$ cat config.mk
export PLATFORM = sky130hd
export DESIGN_NAME = store_buffer_relaxed
export DESIGN_NICKNAME = d
export VERILOG_FILES = /design/src/rtl/sb_pkg.sv /design/src/rtl/sb_free_pick.sv /design/src/rtl/sb_age_track.sv /design/src/rtl/sb_commit_pick.sv /design/src/rtl/store_buffer_relaxed.sv
export SDC_FILE = /design/constraint.sdc
export NUM_CORES = 1
export LEC_CHECK = 0
export ABC_AREA = 0
export BUFFER_PORTS_ARGS = -buffer_cell sky130_fd_sc_hd__clkbuf_2
export CAP_MARGIN = 20
export CORE_MARGIN = 8
export CORE_UTILIZATION = 60
export CTS_CLUSTER_SIZE = 30
export DETAILED_ROUTE_END_ITERATION = 10
export MAX_ROUTING_LAYER = met4
export PLACE_DENSITY = 0.81
export REMOVE_ABC_BUFFERS = 1
export SLEW_MARGIN = 20
export SYNTH_ARGS = -nofsm -noshare
export SYNTH_HDL_FRONTEND = slang
export SYNTH_SLANG_ARGS = --single-unit
$ cat constraint.sdc
create_clock -name clk -period 4.3 [get_ports clk]
set_input_delay 0.43 -clock clk [delete_from_list [all_inputs] [get_ports clk]]
set_output_delay 0.43 -clock clk [all_outputs]
set_load 0.1 [all_outputs]
$ cat src/rtl/sb_pkg.sv
package sb_pkg;

    localparam int unsigned SB_ADDR_W = 32;
    localparam int unsigned SB_DATA_W = 32;
    localparam int unsigned SB_BE_W   = SB_DATA_W / 8;

    // Payload of one buffered store
    typedef struct packed {
        logic [SB_ADDR_W-1:0] addr;
        logic [SB_DATA_W-1:0] data;
        logic [SB_BE_W-1:0]   be;
    } sb_entry_t;

    typedef enum logic {
        ORD_RELAXED = 1'b0,
        ORD_STRICT  = 1'b1
    } sb_order_e;

    function automatic logic same_line(input logic [SB_ADDR_W-1:0] a,
                                       input logic [SB_ADDR_W-1:0] b,
                                       input int unsigned          off);
        return (a >> off) == (b >> off);
    endfunction

endpackage

$ cat src/rtl/sb_free_pick.sv
module sb_free_pick #(
    parameter int unsigned DEPTH = 4,
    localparam int unsigned IDX_W = $clog2(DEPTH)
) (
    input  logic [DEPTH-1:0] valid_i,
    output logic             any_free_o,
    output logic [DEPTH-1:0] free_oh_o,
    output logic [IDX_W-1:0] free_idx_o
);

    // Lowest-numbered free slot wins
    always_comb begin
        free_oh_o  = '0;
        free_idx_o = '0;
        for (int i = DEPTH - 1; i >= 0; i--) begin
            if (!valid_i[i]) begin
                free_oh_o  = '0;
                free_oh_o[i] = 1'b1;
                free_idx_o = IDX_W'(i);
            end
        end
        any_free_o = ~&valid_i;
    end

endmodule

$ cat src/rtl/sb_age_track.sv
module sb_age_track #(
    parameter int unsigned DEPTH = 4
) (
    input  logic                         clk,
    input  logic                         rst,
    input  logic [DEPTH-1:0]             valid_i,
    input  logic [DEPTH-1:0]             alloc_oh_i,
    input  logic [DEPTH-1:0]             free_oh_i,
    // older_o[i][j] = 1 when slot j was allocated before slot i
    output logic [DEPTH-1:0][DEPTH-1:0]  older_o
);

    logic [DEPTH-1:0][DEPTH-1:0] older_q;

    always_ff @(posedge clk) begin
        if (rst) begin
            older_q <= '0;
        end else begin
            for (int i = 0; i < DEPTH; i++) begin
                for (int k = 0; k < DEPTH; k++) begin
                    if (alloc_oh_i[i]) begin
                        older_q[i][k] <= valid_i[k] & ~free_oh_i[k];
                    end else if (alloc_oh_i[k]) begin
                        older_q[i][k] <= 1'b0;
                    end
                end
            end
        end
    end

    assign older_o = older_q;

endmodule

$ cat src/rtl/sb_commit_pick.sv
module sb_commit_pick #(
    parameter int unsigned DEPTH = 4
) (
    input  logic                        strict_i,
    input  logic [DEPTH-1:0]            valid_i,
    input  logic [DEPTH-1:0]            owned_i,
    input  logic [DEPTH-1:0]            rel_i,
    input  logic [DEPTH-1:0][DEPTH-1:0] older_i,
    input  logic [DEPTH-1:0][DEPTH-1:0] line_eq_i,
    output logic [DEPTH-1:0]            sel_oh_o
);

    logic [DEPTH-1:0] eligible;

    generate
        for (genvar i = 0; i < DEPTH; i++) begin : g_slot
            logic [DEPTH-1:0] live_older;
            logic             older_held;
            logic             line_block;
            assign live_older = older_i[i] & valid_i;
            assign older_held = |live_older;
            assign line_block = |(live_older & line_eq_i[i]);
            assign eligible[i] = valid_i[i] & owned_i[i] & ~line_block
                               & ~(rel_i[i] & older_held)
                               & ~(strict_i & older_held);
            // Oldest eligible entry only
            assign sel_oh_o[i] = eligible[i] & ~|(older_i[i] & eligible);
        end
    endgenerate

endmodule

$ cat src/rtl/store_buffer_relaxed.sv
module store_buffer_relaxed
    import sb_pkg::*;
#(
    parameter int unsigned DEPTH    = 4,
    parameter int unsigned LINE_OFF = 6,
    localparam int unsigned IDX_W   = $clog2(DEPTH),
    localparam int unsigned LINE_W  = SB_ADDR_W - LINE_OFF
) (
    input  logic                 clk,
    input  logic                 rst,
    input  logic                 strict_fifo_i,
    input  logic                 enq_valid_i,
    output logic                 enq_ready_o,
    input  logic [SB_ADDR_W-1:0] enq_addr_i,
    input  logic [SB_DATA_W-1:0] enq_data_i,
    input  logic [SB_BE_W-1:0]   enq_be_i,
    input  logic                 enq_rel_i,
    output logic                 own_req_valid_o,
    output logic [IDX_W-1:0]     own_req_idx_o,
    output logic [LINE_W-1:0]    own_req_line_o,
    input  logic                 own_gnt_valid_i,
    input  logic [IDX_W-1:0]     own_gnt_idx_i,
    output logic                 cmt_valid_o,
    output logic [SB_ADDR_W-1:0] cmt_addr_o,
    output logic [SB_DATA_W-1:0] cmt_data_o,
    output logic [SB_BE_W-1:0]   cmt_be_o,
    output logic                 sb_full_o,
    output logic                 sb_empty_o
);

    sb_entry_t                   ent_q [DEPTH];
    logic [DEPTH-1:0]            valid_q;
    logic [DEPTH-1:0]            rdy_q;
    logic [DEPTH-1:0]            rel_q;
    logic [DEPTH-1:0]            free_oh;
    logic [DEPTH-1:0]            alloc_oh;
    logic [DEPTH-1:0]            cmt_oh;
    logic [IDX_W-1:0]            alloc_idx;
    logic                        any_free;
    logic                        enq_fire;
    logic [DEPTH-1:0][DEPTH-1:0] older_q;
    logic [DEPTH-1:0][DEPTH-1:0] line_eq;
    sb_order_e                   order_mode;

    assign order_mode = sb_order_e'(strict_fifo_i);

    sb_free_pick #(.DEPTH(DEPTH)) u_free (
        .valid_i    (valid_q),
        .any_free_o (any_free),
        .free_oh_o  (free_oh),
        .free_idx_o (alloc_idx)
    );

    assign enq_ready_o = any_free;
    assign enq_fire    = enq_valid_i & any_free;
    assign alloc_oh    = free_oh & {DEPTH{enq_fire}};

    // Ownership request leaves with the allocation
    assign own_req_valid_o = enq_fire;
    assign own_req_idx_o   = alloc_idx;
    assign own_req_line_o  = enq_addr_i[SB_ADDR_W-1:LINE_OFF];

    sb_age_track #(.DEPTH(DEPTH)) u_age (
        .clk        (clk),
        .rst        (rst),
        .valid_i    (valid_q),
        .alloc_oh_i (alloc_oh),
        .free_oh_i  (cmt_oh),
        .older_o    (older_q)
    );

    generate
        for (genvar i = 0; i < DEPTH; i++) begin : g_row
            for (genvar k = 0; k < DEPTH; k++) begin : g_col
                assign line_eq[i][k] = same_line(ent_q[i].addr, ent_q[k].addr, LINE_OFF);
            end
        end
    endgenerate

    sb_commit_pick #(.DEPTH(DEPTH)) u_pick (
        .strict_i  (order_mode == ORD_STRICT),
        .valid_i   (valid_q),
        .owned_i   (rdy_q),
        .rel_i     (rel_q),
        .older_i   (older_q),
        .line_eq_i (line_eq),
        .sel_oh_o  (cmt_oh)
    );

    always_ff @(posedge clk) begin
        if (rst) begin
            valid_q <= '0;
            rdy_q   <= '0;
            rel_q   <= '0;
        end else begin
            for (int i = 0; i < DEPTH; i++) begin
                if (alloc_oh[i]) begin
                    valid_q[i] <= 1'b1;
                    rdy_q[i]   <= 1'b0;
                    rel_q[i]   <= enq_rel_i;
                end else if (cmt_oh[i]) begin
                    valid_q[i] <= 1'b0;
                    rdy_q[i]   <= 1'b0;
                    rel_q[i]   <= 1'b0;
                end else if (own_gnt_valid_i && valid_q[i]
                             && own_gnt_idx_i == IDX_W'(i)) begin
                    rdy_q[i] <= 1'b1;   // empty slot ignores grant
                end
            end
        end
    end

    always_ff @(posedge clk) begin
        for (int i = 0; i < DEPTH; i++) begin
            if (alloc_oh[i]) begin
                ent_q[i].addr <= enq_addr_i;
                ent_q[i].data <= enq_data_i;
                ent_q[i].be   <= enq_be_i;
            end
        end
    end

    // One-hot commit mux
    always_comb begin
        cmt_addr_o = '0;
        cmt_data_o = '0;
        cmt_be_o   = '0;
        for (int i = 0; i < DEPTH; i++) begin
            if (cmt_oh[i]) begin
                cmt_addr_o = cmt_addr_o | ent_q[i].addr;
                cmt_data_o = cmt_data_o | ent_q[i].data;
                cmt_be_o   = cmt_be_o   | ent_q[i].be;
            end
        end
    end

    assign cmt_valid_o = |cmt_oh;
    assign sb_full_o   = &valid_q;
    assign sb_empty_o  = ~|valid_q;

endmodule

==> flow_summary.ini <==
[clocking]
root_buffer = clkbuf_16
cts_tree = done
numCtsBuffers = 34
clk_latency_ns = 0.53
post_cts_buffers = 0
clk_pin_slew_ns = 0.06
clock_path_buffers = 3
cts_num_sinks = 300
hold_buffers = 0
htreeDepth = 2

[timing]
tns_ns = -0.02562
clock_skew_ns = 0.01395
slew_headroom_pct = 26.68
max_freq_mhz = 231.2
min_period_over_period_pct = 100.6
setup_violations = 1
period_needed_ns = 4.326
finalHoldViolations = 0
fin_ws_ns = -0.02562
maxSlewViolCount = 0
tightest_slew_ns = 1.100

[drt]
wl_per_cell_um = 29.20
vias = 14390
drt_iter0_drc = 2238
routed_wl_um = 55830
dr.pass1.iters = 6
drcViolationCount = 0
antenna_left = 0
vias_per_cell = 7.525

[cells_and_area]
drive_gt1_share_pct = 20.13
stdcell_count = 1912
syn2layout_area_growth_pct = 19.41
fill_cells = 1807
finalInstanceArea_um2 = 19510
finalNetCount = 1623

[placed_design]
numPlacedInstances = 1851
port-buffer-count = 176
hpwl_um = 32940
place.gp.congestion = 1.039
dpl_cell_area_um2 = 18350

[critical_path]
crit_required_ns = 3.87
slowest_stage = a2111oi_1
crit_arrival_ns = 3.90
end_kind = primary output
critPathTopFamily = compound AO/OA/AOI/OAI gates
worstSetupStartpointType = flop
crit_path_max_fanout = 38
crit_buf_inv = 2
slowest_delay_ns = 0.60
critPathKind = reg -> out
cp_common_cell = nand3_1
critical_path.cell_chain = xor2_1 > nor4_1 > nand3_1 > o22a_2 > buf_4 > a2111oi_1 > nand3_1 > o2111ai_2 > buf_12

[die]
core_area_um2 = 26880
dieHeight_um = 181.0
dieArea_um2 = 32760
start_util_pct = 60.78
die_w_um = 181.0
io-pin-count = 177
rows = 60

[power]
switching_share_pct = 24.91
switching_power_mw = 1.647
combinationalPowerShare_pct = 7.4
power_frac_clock_pct = 41.7
p_int_mw = 4.967
p_seq_share_pct = 51.0
p_leak_nw = 6.374
peakVddDrop_v = 0.0003595
powerDensity_nw_per_um2 = 339.1

[synth]
ys_warn_count = 0
ys_top_cells_by_area = edfxtp_1 50%, xor2_1 7.1%, nand3_1 4.7%
synth-seq-area-share_pct = 53.44
ys_top_cells_by_count = 272 x edfxtp_1, 153 x nand3_1, 132 x xor2_1, 106 x clkbuf_1, 100 x nand2_1
ys_types = 60
synthCells = 1476
synth_top_area_share_pct = 50.00
ys.flop_type = edfxtp_1
synth_edf_count = 272
yosys.area.top_type = edfxtp_1
synth_area_um2 = 16330
syn_area_per_cell_um2 = 11.07
yosysMostFrequentCell = edfxtp_1
ys_ff_latch = 300
async_flop_share_pct = 0

[outcome]
status = complete, but fails checks
violations = setup timing

[global_routing]
grt_pass1_wl_um = 86000
grt_pass1_vias = 14680
grt_use_total_pct = 34.07
antenna_found_initial = 1
grt_max_degree = 71
grt-ovfl-total = 0

[hold_path]
hold_path.class = in -> reg

[run]
drv.max_cap_violation_count = 0
==> area by class of cell <==
type	instances	area, µm²	area share (%)
clock buffer	44	898.4	4.606
multi-input combinational	912	6580	33.74
timing repair buffer	221	2434	12.48
clock inverter	15	140.1	0.7185
antenna	1	2.502	0.01283
inverter	78	294.0	1.507
sequential	300	8730	44.76
tap	341	426.7	2.187
==> flip-flops by register name (all words and copies together) (netlist names) <==
register and flops:
rel_q 4, valid_q 4, u_age.older_o 16, ent_q 272, rdy_q 4
==> kinds of logic after synthesis <==
kind of cell,after synthesis,share of synthesized area [%]
AOI/OAI and AO/OA,319,16.88
xor gates and xnor gates,156,8.365
DFF,300,53.44
buffers and inverters,265,7.453
and+or+nand+nor,436,13.86
==> metal layers <==
metal  wire length, µm  vias up  track usage [%]
met5                 0        -                -
met4              2790        0            16.43
met3              7438      250            7.844
met2             25560     1417            51.80
met1             20040     6765            42.80
li1                  -     5956                -
==> through the flow <==
step / hold WS (ns) / worst slack [ns] / power (mW) / util (%)
after floorplan: 0.4216 / -4.138 / 3.608 / -
after global placement: 0.4653 / 0.5331 / 3.893 / 68.29
after detailed placement: 0.4698 / 0.4488 / 3.905 / 68.29
after CTS: 0.1170 / 0.06462 / 6.601 / 72.23
after global routing: 0.1192 / -0.02044 / 6.749 / 72.57
final: 0.1252 / -0.02562 / 6.614 / 72.57
==> layout by cell type, fill, tap and decap left out, types with 30 or more instances in the layout <==
master,n
edfxtp_1,272
nand3_1,151
xor2_1,132
clkbuf_2,107
nand2_1,100
nand4_1,86
buf_12,83
inv_1,74
o211ai_1,70
a311oi_1,68
a2111oi_0,59
o2111ai_1,56
clkbuf_16,34
nor4_1,30
buf_4,30
==> timing repair <==
| action | in CTS | in global routing |
|---|---|---|
| cloned | 0 | 1 |
| endpoints found under the setup margin | 13 | 37 |
| resized for setup | 4 | 18 |
==> final timing paths <==
| check | endpoint | startpoint | cells past startpoint | slack, ns |
|---|---|---|---|---|
| setup / recovery | cmt_addr_o[18] | ent_q[1][55]$_DFFE_PP_ | 9 | -0.03 |
| hold / removal | ent_q[0][12]$_DFFE_PP_ | enq_data_i[8] | 1 | 0.13 |
| setup reg to reg | valid_q[0]$_SDFFE_PP0P_ | ent_q[1][55]$_DFFE_PP_ | 10 | 0.95 |
| hold reg to reg | u_age.older_o[15]$_SDFFE_PP0P_ | u_age.older_o[15]$_SDFFE_PP0P_ | 2 | 0.48 |
==> power by group through the flow <==
| stage | registers [mW] | logic [mW] | clock network (mW) |
|---|---|---|---|
| floorplan | 3.42 | 0.188 | 0 |
| global placement | 3.42 | 0.470 | 0 |
| detailed placement | 3.43 | 0.475 | 0 |
| CTS | 3.37 | 0.477 | 2.75 |
| global route | 3.38 | 0.504 | 2.87 |
| finish | 3.37 | 0.486 | 2.76 |
==> worst register-to-register path, stage by stage (launching register included) <==
cell      delay (ns)
edfxtp_1        0.47
xor2_1          0.22
nor4_1          0.49
nand3_1         0.29
o22a_2          0.36
buf_4           0.28
nand3_2         0.17
buf_12          0.29
nand4_1         0.24
buf_4           0.20
a31o_2          0.24
Note: power is estimated with default switching activity, not from simulation.
